<file path="src/rtl/acc_cpu_pkg.sv">
package acc_cpu_pkg;

   // Low three bits of the operation code; upper code bits mark reserved codes.
   typedef enum logic [2:0] {
      OP_LOAD  = 3'd0,
      OP_STORE = 3'd1,
      OP_ADD   = 3'd2,
      OP_SUB   = 3'd3,
      OP_JUMP  = 3'd4,
      OP_JPOS  = 3'd5,
      OP_JNZ   = 3'd6,
      OP_STOP  = 3'd7
   } op_e;

   typedef enum logic [2:0] {
      ST_FETCH = 3'd0,
      ST_LATCH = 3'd1,
      ST_EXEC  = 3'd2,
      ST_WBACK = 3'd3,
      ST_HALT  = 3'd4
   } state_e;

endpackage

</file>
<file path="src/rtl/acc_cpu_alu.sv">
module acc_cpu_alu
   import acc_cpu_pkg::*;
#(
   parameter int DATA_W       = 16,
   parameter bit SHARED_ADDER = 1'b1
) (
   input  op_e               op,
   input  logic [DATA_W-1:0] acc_in,
   input  logic [DATA_W-1:0] mem_in,
   output logic [DATA_W-1:0] result
);

   logic [DATA_W-1:0] arith;

   generate
      if (SHARED_ADDER) begin : g_shared
         // One adder; subtraction by inverted operand plus carry-in.
         logic              is_sub;
         logic [DATA_W-1:0] opnd;
         assign is_sub = (op == OP_SUB);
         assign opnd   = is_sub ? ~mem_in : mem_in;
         assign arith  = acc_in + opnd + DATA_W'(is_sub);
      end else begin : g_split
         // Separate adder and subtractor, selected afterwards.
         logic [DATA_W-1:0] plus_v;
         logic [DATA_W-1:0] minus_v;
         assign plus_v  = acc_in + mem_in;
         assign minus_v = acc_in - mem_in;
         assign arith   = (op == OP_SUB) ? minus_v : plus_v;
      end
   endgenerate

   always_comb begin
      if (op == OP_LOAD) result = mem_in;
      else               result = arith;
   end

endmodule

</file>
<file path="src/rtl/acc_cpu_ctrl.sv">
module acc_cpu_ctrl
   import acc_cpu_pkg::*;
#(
   parameter int OPC_W = 4
) (
   input  logic             clk,
   input  logic             rst,
   input  logic [OPC_W-1:0] opcode,
   input  logic             acc_neg,
   input  logic             acc_zero,
   output op_e              op,
   output logic             ir_load,
   output logic             pc_inc,
   output logic             pc_jump,
   output logic             acc_load,
   output logic             mem_write,
   output logic             sel_operand,
   output logic             halted
);

   state_e state_q, state_d;
   logic   reserved;

   assign op = op_e'(opcode[2:0]);

   generate
      if (OPC_W > 3) begin : g_rsv
         assign reserved = |opcode[OPC_W-1:3];
      end else begin : g_no_rsv
         assign reserved = 1'b0;
      end
   endgenerate

   always_ff @(posedge clk) begin
      if (rst) state_q <= ST_FETCH;
      else     state_q <= state_d;
   end

   always_comb begin
      state_d     = state_q;
      ir_load     = 1'b0;
      pc_inc      = 1'b0;
      pc_jump     = 1'b0;
      acc_load    = 1'b0;
      mem_write   = 1'b0;
      sel_operand = 1'b0;
      unique case (state_q)
         ST_FETCH: state_d = ST_LATCH;
         ST_LATCH: begin
            ir_load = 1'b1;
            pc_inc  = 1'b1;
            state_d = ST_EXEC;
         end
         ST_EXEC: begin
            sel_operand = 1'b1;
            state_d     = ST_FETCH;
            if (!reserved) begin
               unique case (op)
                  OP_LOAD, OP_ADD, OP_SUB: state_d = ST_WBACK;
                  OP_STORE: mem_write = 1'b1;
                  OP_JUMP:  pc_jump   = 1'b1;
                  OP_JPOS:  pc_jump   = !acc_neg;
                  OP_JNZ:   pc_jump   = !acc_zero;
                  OP_STOP:  state_d   = ST_HALT;
                  default:  state_d   = ST_FETCH;
               endcase
            end
         end
         ST_WBACK: begin
            sel_operand = 1'b1;
            acc_load    = 1'b1;
            state_d     = ST_FETCH;
         end
         ST_HALT: state_d = ST_HALT;
         default: state_d = ST_FETCH;
      endcase
   end

   assign halted = (state_q == ST_HALT);

   a_r9_halt_sticky: assert property (@(posedge clk) disable iff (rst)
      halted |=> halted);

   a_r10_reserved_quiet: assert property (@(posedge clk) disable iff (rst)
      (state_q == ST_EXEC && reserved) |-> (!mem_write && !pc_jump && state_d == ST_FETCH));

endmodule

</file>
<file path="src/rtl/acc_cpu_dpath.sv">
module acc_cpu_dpath #(
   parameter int DATA_W = 16,
   parameter int ADDR_W = 12
) (
   input  logic              clk,
   input  logic              rst,
   input  logic              ir_load,
   input  logic              pc_inc,
   input  logic              pc_jump,
   input  logic              acc_load,
   input  logic [DATA_W-1:0] rdata,
   input  logic [DATA_W-1:0] alu_result,
   output logic [ADDR_W-1:0] pc,
   output logic [DATA_W-1:0] ir,
   output logic [DATA_W-1:0] acc
);

   always_ff @(posedge clk) begin
      if (rst) begin
         pc  <= '0;
         ir  <= '0;
         acc <= '0;
      end else begin
         if (ir_load)       ir <= rdata;
         if (pc_jump)       pc <= ir[ADDR_W-1:0];
         else if (pc_inc)   pc <= pc + 1'b1;
         if (acc_load)      acc <= alu_result;
      end
   end

   a_r3_pc_advance: assert property (@(posedge clk) disable iff (rst)
      (pc_inc && !pc_jump) |=> (pc == $past(pc) + 1'b1));

   a_r6_pc_hold: assert property (@(posedge clk) disable iff (rst)
      (!pc_inc && !pc_jump) |=> $stable(pc));

   a_r4_acc_hold: assert property (@(posedge clk) disable iff (rst)
      !acc_load |=> $stable(acc));

endmodule

</file>
<file path="src/rtl/acc_cpu.sv">
module acc_cpu
   import acc_cpu_pkg::*;
#(
   parameter int DATA_W       = 16,
   parameter int ADDR_W       = 12,
   parameter bit SHARED_ADDER = 1'b1
) (
   input  logic              clk,
   input  logic              rst,
   output logic [ADDR_W-1:0] mem_addr,
   output logic              mem_we,
   output logic [DATA_W-1:0] mem_wdata,
   input  logic [DATA_W-1:0] mem_rdata,
   output logic              halted
);

   localparam int OPC_W = DATA_W - ADDR_W;

   generate
      if (OPC_W < 3) begin : g_bad_opc
         $error("acc_cpu: operation code field needs at least 3 bits");
      end
      if (ADDR_W < 1) begin : g_bad_addr
         $error("acc_cpu: address field must be at least 1 bit");
      end
   endgenerate

   logic              ir_load, pc_inc, pc_jump, acc_load, sel_operand;
   logic [ADDR_W-1:0] pc;
   logic [DATA_W-1:0] ir, acc, alu_y;
   op_e               op;

   acc_cpu_ctrl #(.OPC_W(OPC_W)) u_ctrl (
      .clk        (clk),
      .rst        (rst),
      .opcode     (ir[DATA_W-1:ADDR_W]),
      .acc_neg    (acc[DATA_W-1]),
      .acc_zero   (acc == '0),
      .op         (op),
      .ir_load    (ir_load),
      .pc_inc     (pc_inc),
      .pc_jump    (pc_jump),
      .acc_load   (acc_load),
      .mem_write  (mem_we),
      .sel_operand(sel_operand),
      .halted     (halted)
   );

   acc_cpu_dpath #(.DATA_W(DATA_W), .ADDR_W(ADDR_W)) u_dpath (
      .clk       (clk),
      .rst       (rst),
      .ir_load   (ir_load),
      .pc_inc    (pc_inc),
      .pc_jump   (pc_jump),
      .acc_load  (acc_load),
      .rdata     (mem_rdata),
      .alu_result(alu_y),
      .pc        (pc),
      .ir        (ir),
      .acc       (acc)
   );

   acc_cpu_alu #(.DATA_W(DATA_W), .SHARED_ADDER(SHARED_ADDER)) u_alu (
      .op    (op),
      .acc_in(acc),
      .mem_in(mem_rdata),
      .result(alu_y)
   );

   assign mem_addr  = sel_operand ? ir[ADDR_W-1:0] : pc;
   assign mem_wdata = acc;

   a_r1_reset_restart: assert property (@(posedge clk)
      rst |=> (mem_addr == '0 && !halted && !mem_we));

   a_r9_no_write_halted: assert property (@(posedge clk) disable iff (rst)
      halted |-> !mem_we);

   a_r5_single_write: assert property (@(posedge clk) disable iff (rst)
      mem_we |=> !mem_we);

endmodule

</file>
<file path="config.mk">
export PLATFORM = sky130hd
export DESIGN_NAME = acc_cpu
export DESIGN_NICKNAME = d
export VERILOG_FILES = /design/src/rtl/acc_cpu_pkg.sv /design/src/rtl/acc_cpu_alu.sv /design/src/rtl/acc_cpu_ctrl.sv /design/src/rtl/acc_cpu_dpath.sv /design/src/rtl/acc_cpu.sv
export SDC_FILE = /design/constraint.sdc
export NUM_CORES = 1
export LEC_CHECK = 0
export ABC_AREA = 1
export BUFFER_PORTS_ARGS = -buffer_cell sky130_fd_sc_hd__buf_2
export CAP_MARGIN = 20
export CORE_UTILIZATION = 48
export CTS_CLUSTER_DIAMETER = 100
export CTS_CLUSTER_SIZE = 14
export DETAILED_ROUTE_END_ITERATION = 12
export PLACE_DENSITY = 0.77
export SLEW_MARGIN = 20
export SYNTH_ARGS = -nofsm -noshare
export SYNTH_HDL_FRONTEND = slang
export SYNTH_SLANG_ARGS = --single-unit
</file>
<file path="constraint.sdc">
create_clock -name clk -period 2.8 [get_ports clk]
set_input_delay 0.28 -clock clk [delete_from_list [all_inputs] [get_ports clk]]
set_output_delay 0.28 -clock clk [all_outputs]
set_load 0.005 [all_outputs]
</file>
==> results.md, run 1 <==
- Fin Hold WS: approximately 260 ps
- Syn Nets: approximately 520
- Clk_lat worst skew: a little over 300 ps
- Final Wtd Congestion: 0.924
- Clock network fraction of design power: around 29%
- YS warnings: 0
- Crit path kind: reg2reg
- Pre-antenna DRT Iters: 9
- Worst slack, placed: roughly 240 ps
- CTS sink count: 47
- Largest net degree at the start of global routing: 37
- IO Pins: between 40 and 50
- Setup TNS: 0 ps
- Initial Util: roughly half
- Status: complete, but fails checks
- Sw Share: a little over a third
- Switch Pwr: 0.671 mW
- Max Clk Rate: 0.391 GHz
- Arrival time at the worst endpoint: ~2800 ps
- CP Capture Type: flip-flop
- # hold bufs at CTS: 0
- Post-route clock period utilization: 91.4%
- Final min period: 2560 ps
- CTS resizes: 0
- Cell Area, Synth: ~3200 um2
- Antenna cells: 0
- Register area share after synthesis: 29.0%
- Worst Reg-to-Reg Cells: 13
- Gr usage total: 25.0%
- CP Launch Type: flip-flop
- Crit Path Max Fanout: 17
- Die footprint: just over 7000 um2
- Grt ovf: 0
- Comb power frac: around 30%
- Max cap viols: 0
- Worst slew pin tran: between 700 and 800 ps
- Htree depth: 2
- Yosys reg bits: between 40 and 50
- Count of cell types in the netlist: 31
- Final setup fails: 0
- Worst hold path depth: 3
- Drt total wl: 8360 um
- Antenna violations before repair: 0
- Share of the synthesized area in the top cell type: around 29%
- Max Slew Vio Count: 0
- Vias: about 3,200
- Die Wd: ~84 um
- Worst hold-check path type: in2reg
- RSZ-0062 raised after global routing: no
- Number of global-route vias before repair: a little over 3,000
- Fraction of layout cells with a size suffix above 1: 14.1%
- FP Rows: 29
- I/O Buffers: 47
- Cells after synthesis: about 490
- Synth top area cells: dfxtp_1, nand2_1, a21oi_1
- Clk slew on worst S/H paths: approximately 90 ps
- Lkg Pwr: around 1.7 nW
- P per Cell Area: between 500 and 600 nW/um2
- Die Ht: approximately 84 um
- Synth area leader: dfxtp_1
- Final Non-Filler Cells: approximately 600
- Detailed placer's ending HPWL: ~6100 um
- Worst Skew: 4.38 ps
- # DRC: 6
- Average routed wire per standard cell: about 14 um
- Post-CTS setup buffer count: 0
- Root Buffer: clkbuf_8
- Fin. Hold Viols: 0
- DRT iter0 DRCs: 163
- Vias/cell: 5.38
- Max clock buf depth: 2
- Cell Int Power: between 1 and 1.5 mW
- Final setup margin: between 200 and 250 ps
- Max IR drop VDD: between 0.2 and 0.25 mV
- Area Growth Syn to Fin: 12.1%
- Worst rel slew slack: 46.9%
- Total Nets Final: 560
- Global-route wire length before repair: 14,200 um
- TritonCTS Buffers: 5
- Synthesized area per cell: between 6 and 7 um2
- Placed cells: between 500 and 600
- Post-layout util: between 50% and 60%
- CTS tree: done
- WP data required: 3050 ps
- Core Area: ~6500 um2
- Failing checks: design-rule violations
- Reg power frac: between 40% and 50%
- ANT nets after route: 0
-- flip-flops by register name, indices dropped and copies added (netlist names) --
register        count
u_ctrl.state_q      3
u_dpath.acc        16
u_dpath.ir         16
u_dpath.pc         12
-- per-stage QoR --
stage | cell area [um2] | total power, mW
after global routing | 3640 | 2.02
after floorplan | 3250 | 1.20
final | 3640 | 1.90
after global placement | 3520 | 1.35
after CTS | 3640 | 1.91
after detailed placement | 3520 | 1.37
-- path summary, 6_finish.rpt --
kind                       start             end  slack (ps)
setup / recovery  u_dpath.ir[13]  u_dpath.acc[8]         240
hold reg to reg    u_dpath.ir[8]   u_dpath.ir[8]         470
hold / removal     mem_rdata[13]  u_dpath.ir[13]         260
setup reg to reg  u_dpath.ir[13]  u_dpath.acc[8]         240
-- placed cells by master, fill, tap and decap left out, drive strengths merged, types with 6 or more instances in the layout --
cell,instances
xor2,8
buf,51
dfxtp,47
clkbuf,6
a21oi,56
nand2,99
inv,59
nand3,37
nor2,28
nor3,10
o21ai,57
ha,17
a31oi,6
xnor2,21
-- final cells by class --
cell class	instances	area, um2
fill	653	2820
multi-input combinational	361	2000
clock buffer	6	82.6
timing repair buffer	51	265
tap	77	96.3
sequential	47	941
inverter	58	218
clock inverter	2	38.8
-- cell usage after synthesis --
cell      number
o21ai_0       55
xnor2_1       21
buf_4          2
nand4_1        1
fa_1           1
a21boi_0       1
nor3_1         6
or2_2          4
nor4_1         4
nor3_2         2
clkbuf_1      16
o211ai_1       2
buf_2          3
nand3b_1       1
nand2_2        3
o21bai_1       5
and2_1         1
ha_1          17
a31oi_1        6
inv_2          3
nand2_1       96
o21ai_1        2
dfxtp_1       47
nor3_4         2
xor2_1         8
a21oi_1       56
a21o_1         2
nand3_1       36
nand3_4        1
nor2_1        28
inv_1         55
-- power by group through the flow --
stage               sequential [mW]  clock [mW]  combinational, mW
floorplan                     0.791           0              0.411
global placement              0.798           0              0.552
CTS                           0.785       0.560              0.567
detailed placement            0.801           0              0.565
finish                        0.786       0.542              0.568
global route                  0.796       0.583              0.645
-- kinds of logic after synthesis --
group / Yosys count / synth area share (%)
simple gates: 185 / 25.7
compound gates: 129 / 20.9
buf+inv: 79 / 9.48
flops: 47 / 29.0
xor+xnor: 29 / 7.82
fa+ha+maj: 18 / 7.16
-- worst max-delay path: stages (launching register included) --
cell,delay [ps]
dfxtp_1,460
nand3_4,300
xnor2_1,260
fa_1,440
nand3_1,80
nand2_1,100
nand2_1,70
nand2_1,110
inv_1,70
o21ai_0,80
or2_2,290
nand3_1,70
nand2_1,60
a21oi_1,110
-- layer usage --
metal / wire length, um / global-route usage [%] / share of wire [%]
met5: 0 / 0 / 0
met1: 3840 / 32.1 / 46
met3: 382 / 3.74 / 4.6
met2: 3980 / 42.9 / 48
met4: 150 / 7.99 / 1.8
(Power assumes the default switching activity.)
==> run 2, diff against run 1 <==
- CELL_PAD_IN_SITES_DETAIL_PLACEMENT: default -> 1
- CELL_PAD_IN_SITES_GLOBAL_PLACEMENT: default -> 2
- CORE_UTILIZATION: 48 -> 31
- PLACE_DENSITY: 0.77 -> 0.87
- REMOVE_ABC_BUFFERS: default -> 1
==> run 2 against run 1 <==
  * The run now ends clean
  * Flip-flop and latch count did not move
  * Count of clock-buffer cells in the layout did not move
  * Non-clock buffer count rose by 8
  * Sequential power barely moved
  * Sequential share of layout area fell by 0.99 points
==> results.md, run 2 (same netlist as run 1, synthesis figures left out) <==
- Status: finished clean
- Worst Reg-to-Reg Cells: 14
- Root Buffer: clkbuf_8
- FP Rows: 37
- R2r startpoint: u_dpath.ir[13]
- Core Area: ~10,000 um2
- Vias/cell: 4.95
- Vias: 3,309
- Average routed wire per standard cell: 14.9 um
- I/O Buffers: 47
- Crit path kind: reg2reg
- Most frequent cells in the layout: nand2_1, a21oi_1, inv_1, o21ai_0
- Detailed placer's ending HPWL: 7520 um
- # hold bufs at CTS: 0
- RSZ-0062 raised after global routing: no
- Post-route clock period utilization: approximately nine tenths
- Fin. Hold Viols: 0
- Initial Util: 31.7%
- Total Nets Final: 568
- DRT iter0 DRCs: between 100 and 150
- Final min period: 2500 ps
- Gr usage total: approximately a fifth
- Max cap viols: 0
- RR Endpoint: u_dpath.acc[8]
- WP data required: around 3000 ps
- IO Pins: 48
- Worst hold-check path type: in2reg
- Worst Hold Path EP: u_dpath.acc[3]
- Hold Startpoint: mem_rdata[3]
- Max Slew Vio Count: 0
- Worst slew pin tran: between 800 and 900 ps
- Htree depth: 2
- Final Wtd Congestion: roughly 0.89
- Largest regs: u_dpath.acc x16, u_dpath.ir x16, u_dpath.pc x12
- Worst Skew: between 7 and 8 ps
- Max clock buf depth: 2
- CTS tree: done
- Crit Path Max Fanout: 13
- Max IR drop VDD: 0.214 mV
- Antenna cells: 0
- P per Cell Area: approximately 520 nW/um2
- Arrival time at the worst endpoint: approximately 2700 ps
- CP Capture Type: flip-flop
- ANT nets after route: 0
- Worst rel slew slack: between 40 and 50%
- # DRC: 0
- Pre-antenna DRT Iters: 4
- Grt ovf: 0
- Antenna violations before repair: 0
- Flop-to-flop setup slack: 300 ps
- Global-route wire length before repair: 17,000 um
- Area Growth Syn to Fin: 16.6%
- Fillers: roughly 1,300
- Fraction of layout cells with a size suffix above 1: approximately 15%
- Die footprint: between 10,000 and 15,000 um2
- CTS sink count: 47
- Final setup fails: 0
- Clk_lat worst skew: approximately 300 ps
- Clk slew on worst S/H paths: 90 ps
- Number of global-route vias before repair: roughly 3,400
- CP Launch Type: flip-flop
- Max Clk Rate: between 0.3 and 0.4 GHz
- Die Ht: 104 um
- Largest net degree at the start of global routing: 37
- Setup TNS: 0 ps
- Die Wd: approximately 100 um
- Most common cell after layout, fill and taps aside: nand2_1
- Lkg Pwr: between 1.5 and 2 nW
- Worst hold path depth: 3
- Post-layout util: 37.0%
- TritonCTS Buffers: 5
- Drt total wl: 9950 um
[run 2: changes by cell type in the layout (fill, tap and decap cells not counted), sizes merged]
cell	change
buf	+8
inv	-1
bufinv	+1
[run 2: area by class of cell]
cell class	count	area, um2	area share, %
Clock buffer	6	72.6	1.92
Inverter	58	218	5.75
Tap cell	136	170	4.49
Clock inverter	2	60.1	1.59
Multi-Input combinational cell	361	2000	52.8
Timing Repair Buffer	59	325	8.59
Sequential cell	47	941	24.9
[run 2: through the flow]
stage / hold slack [ps] / setup WS (ps) / area, um2 / power, mW / instances
3_3_place_gp: 452 / 280 / 3590 / 1.38 / 653
3_5_place_dp: 458 / 215 / 3590 / 1.39 / 653
4_1_cts: 271 / 199 / 3730 / 2.00 / 661
2_1_floorplan: 349 / 510 / 3160 / 1.18 / 466
6_report: 288 / 300 / 3790 / 1.98 / 669
5_1_grt: 288 / 29.0 / 3790 / 2.12 / 669
[run 2: timing repair]
item / in CTS / in global routing
endpoints found under the setup margin: 0 / 2
setup buffers: 0 / 8
resized for setup: 0 / 0
[run 2: worst max-delay path by stage]
stage / cells past startpoint / slack (ps) / to / from
floorplan: 13 / 510 / u_dpath.acc[8] / u_dpath.ir[13]
CTS: 13 / 200 / u_dpath.acc[8] / u_dpath.ir[13]
global route: 14 / 30 / u_dpath.acc[8] / u_dpath.ir[13]
detailed placement: 13 / 210 / u_dpath.acc[8] / u_dpath.ir[13]
finish: 14 / 300 / u_dpath.acc[8] / u_dpath.ir[13]
global placement: 13 / 280 / u_dpath.acc[8] / u_dpath.ir[13]
[run 2: worst max-delay path, stage by stage (launching register included)]
cell     delay [ps]
dfxtp_1         470
nand3_4         230
buf_4           210
xnor2_1         120
ha_1            350
nand3_1          90
nand2_1         130
nand2_1          60
nand2_1         120
inv_1            50
o21ai_0         190
or2_2           150
nand3_1          60
nand2_1          90
a21oi_1          60
[run 2: power by group]
group	internal, mW	switching (mW)
logic	0.208	0.387
registers	0.730	0.0587
clock network	0.357	0.241
total	1.29	0.687
[run 2: metal layers]
metal	GRT usage [%]	vias to the layer above	wire length [um]
li1	-	1693	-
met1	24.2	1564	4560
met2	33.6	41	4900
met3	1.82	11	289
met4	6.94	0	205
met5	0	-	0
==> run 3, diff against run 2 <==
- ABC_AREA: 1 -> default
- ABC_CLOCK_PERIOD_IN_PS: default -> 2800
- CORE_UTILIZATION: 31 -> 34
- PLACE_DENSITY: 0.87 -> 0.89
==> run 3 against run 2 <==
  * The flow now finishes with violations (design-rule violations)
  * Synthesized cell count fell by 20%
  * Sequential share of layout area fell by 0.082 points
  * Non-clock buffer count rose by 11
  * Worst hold slack got worse by 59 ps
  * Final cell count fell by 17%
  * Sequential power fell by 4.6%
  * Maximum frequency fell by 8.7%
  * Global-route usage rose by 2.7 points
  * Cell area rose by 0.33%
  * Flip-flop and latch count did not move
  * Critical endpoint is now u_dpath.acc[14]
  * Total power fell by 11%
  * Routed wire length rose by 4.6%
==> results.md, run 3 <==
- Status: complete, but fails checks
- Failing checks: design-rule violations
- Clk_lat worst skew: 320 ps
- Setup TNS: 0 ps
- RSZ-0062 raised after global routing: yes
- Met1 wire length: ~4800 um
- Lkg Pwr: ~1.7 nW
- CTS sink count: 47
- Crit-path cells: nand3b_1 > buf_6 > xnor2_1 > ha_1 > buf_4 > nand3_1 > o211ai_1 > and3_1 > or2_2 > a21o_1 > a311oi_2
- Vias: ~3,200
- Max cap viols: 0
- Critical path depth in cells: 11
- DRT iter0 DRCs: 105
- List of most frequent post-synthesis cells: nand2_1, dfxtp_1, a21oi_1
- Share of the synthesized area in the top cell type: approximately 30%
- Final setup fails: 0
- # DRC: 1
- CP delay by family, top: simple AND/OR/NAND/NOR gates
- Yosys reg bits: 47
- Final Wtd Congestion: 0.925
- Pre-antenna DRT Iters: 10
- Post-DP Area: about 3600 um2
- Largest net degree at the start of global routing: approximately 50
- Antenna cells: 0
- Worst rel slew slack: a little over a third
- Synth Flop Type: dfxtp_1
- Htree depth: 2
- CP Capture Type: flip-flop
- Worst Reg-to-Reg Cells: 11
- Crit Path Max Fanout: 7
- Gr usage total: about 22%
- Worst hold path depth: 3
- Flop-to-flop setup slack: 60 ps
- Die Wd: 98.3 um
- Count of cell types in the netlist: 53
- Die Ht: just under 100 um
- Initial Util: roughly 36%
- Largest regs: u_dpath.acc x16, u_dpath.ir x16, u_dpath.pc x12
- Global-route wire length before repair: about 17,000 um
- I/O Buffers: 47
- Worst Skew: around 9.4 ps
- Root Buffer: clkbuf_8
- Fraction of registers with async set or reset after synthesis: 0%
- Most frequent cells in the layout: nand2_1, buf_2, dfxtp_1
- Die footprint: slightly below 10,000 um2
- CP Launch Type: flip-flop
- Bufs and invs on worst path: 2
- Area Growth Syn to Fin: 20.5%
- Max Clk Rate: 0.365 GHz
- # hold bufs at CTS: 0
- Overall Power: 1.77 mW
- CTS tree: done
- Total Nets Final: roughly 480
- Register area share after synthesis: between 20% and 30%
- Met2 WL post-DR: roughly 4900 um
- Clk slew on worst S/H paths: 100 ps
- Grt ovf: 0
- Most common cell after layout, fill and taps aside: nand2_1
- FP Rows: 34
- Cell Area, Synth: around 3200 um2
- Core Area: around 8800 um2
- Post-synth EDFFs: 0
- Slowest cell on crit path: dfxtp_1
- IO Pins: 48
- WP data required: roughly 3000 ps
- Synthesized area per cell: 8.12 um2
- Detailed placer's ending HPWL: 7640 um
- Crit path kind: reg2reg
- Max incr delay on CP: about 330 ps
- Vias/cell: 5.73
- YS warnings: 0
- Max clock buf depth: 2
- Fraction of layout cells with a size suffix above 1: between 20% and 30%
- Max Slew Vio Count: 0
- Synth area leader: dfxtp_1
- Post-layout util: a little over two fifths
- Fillers: between 1,000 and 1,500
- Number of global-route vias before repair: about 3,200
- Worst hold-check path type: in2reg
- Arrival time at the worst endpoint: roughly 3000 ps
- Antenna violations before repair: 0
- Max IR drop VDD: between 0.2 and 0.25 mV
- ANT nets after route: 0
- Average routed wire per standard cell: 18.8 um
- Fin. Hold Viols: 0
- TritonCTS Buffers: 5
- Drt total wl: approximately 10,000 um
- Worst slew pin tran: 973 ps
- Final min period: 2740 ps
- Synth top area cells: dfxtp_1, nand2_1, ha_1
- Uppermost layer routed: met4
- P per Cell Area: between 400 and 500 nW/um2
- Cells after synthesis: roughly 390
- Fin area: 3800 um2
- Post-route clock period utilization: 97.8%
- Met3 WL: approximately 500 um
- Most common cell in the netlist: nand2_1
run 3: changes by cell type after synthesis, sizes merged, moves of 9 or more:
cell / delta
nand3: -31
a21oi: -15
inv: -56
o21ai: -43
nand2: -38
a22oi: +9
mux2: +12
a211oi: +11
run 3: metrics by stage:
stage / setup slack (ps) / instances / hold slack (ps)
3_5_place_dp: 12.1 / 539 / 461
4_1_cts: -5.67 / 547 / 227
2_1_floorplan: -321 / 368 / 349
5_1_grt: -32.9 / 554 / 236
3_3_place_gp: 181 / 539 / 449
6_report: 60.4 / 554 / 229
run 3: per-layer routing:
layer | global-route usage, % | up-vias
li1 | - | 1523
met1 | 28.1 | 1556
met2 | 36.7 | 81
met3 | 4.51 | 17
met4 | 6.77 | 0
met5 | 0 | -
run 3: timing repair:
item                       in CTS  in global routing
gates resized for setup         1                 14
pin swaps                       0                  8
setup endpoints to repair       1                  6
setup buffers                   0                  7
run 3: logic make-up (layout without fill, tap and decap cells):
kind of cell,count (synthesis),after routing,synth area share (%)
xor+xnor,30,30,8.34
flops,47,47,29.9
simple gates,143,143,21.9
buf+inv,22,80,2.86
compound gates,114,114,24.7
mux,14,14,4.92
fa+ha+maj,18,18,7.38
run 3: report_power, final:
part	total [mW]	switching [mW]	internal, mW
Combinational	0.480	0.287	0.193
Sequential	0.752	0.0434	0.709
Clock	0.540	0.270	0.270
Total	1.77	0.601	1.17
run 3: area by class of cell:
cell class	instances	area, um2	share of cell area [%]
timing repair buffer	70	415	10.9
multi-input combinational	319	2180	57.5
sequential	47	941	24.8
clock inverter	3	46.3	1.22
inverter	2	7.51	0.198
tap	108	135	3.56
clock buffer	5	68.8	1.81
run 3: worst reg2reg max path: stages (launching register included):
cell	delay [ps]
dfxtp_1	330
nand3b_1	280
buf_6	220
xnor2_1	130
ha_1	290
buf_4	170
nand3_1	100
o211ai_1	170
and3_1	220
or2_2	300
a21o_1	180
a311oi_2	260
run 3: final timing paths:
check / startpoint / to
worst max register to register: u_dpath.ir[14] / u_dpath.acc[14]
worst min-delay path: mem_rdata[15] / u_dpath.ir[15]
worst min register to register: u_dpath.ir[15] / u_dpath.ir[15]
worst max-delay path: u_dpath.ir[14] / u_dpath.acc[14]
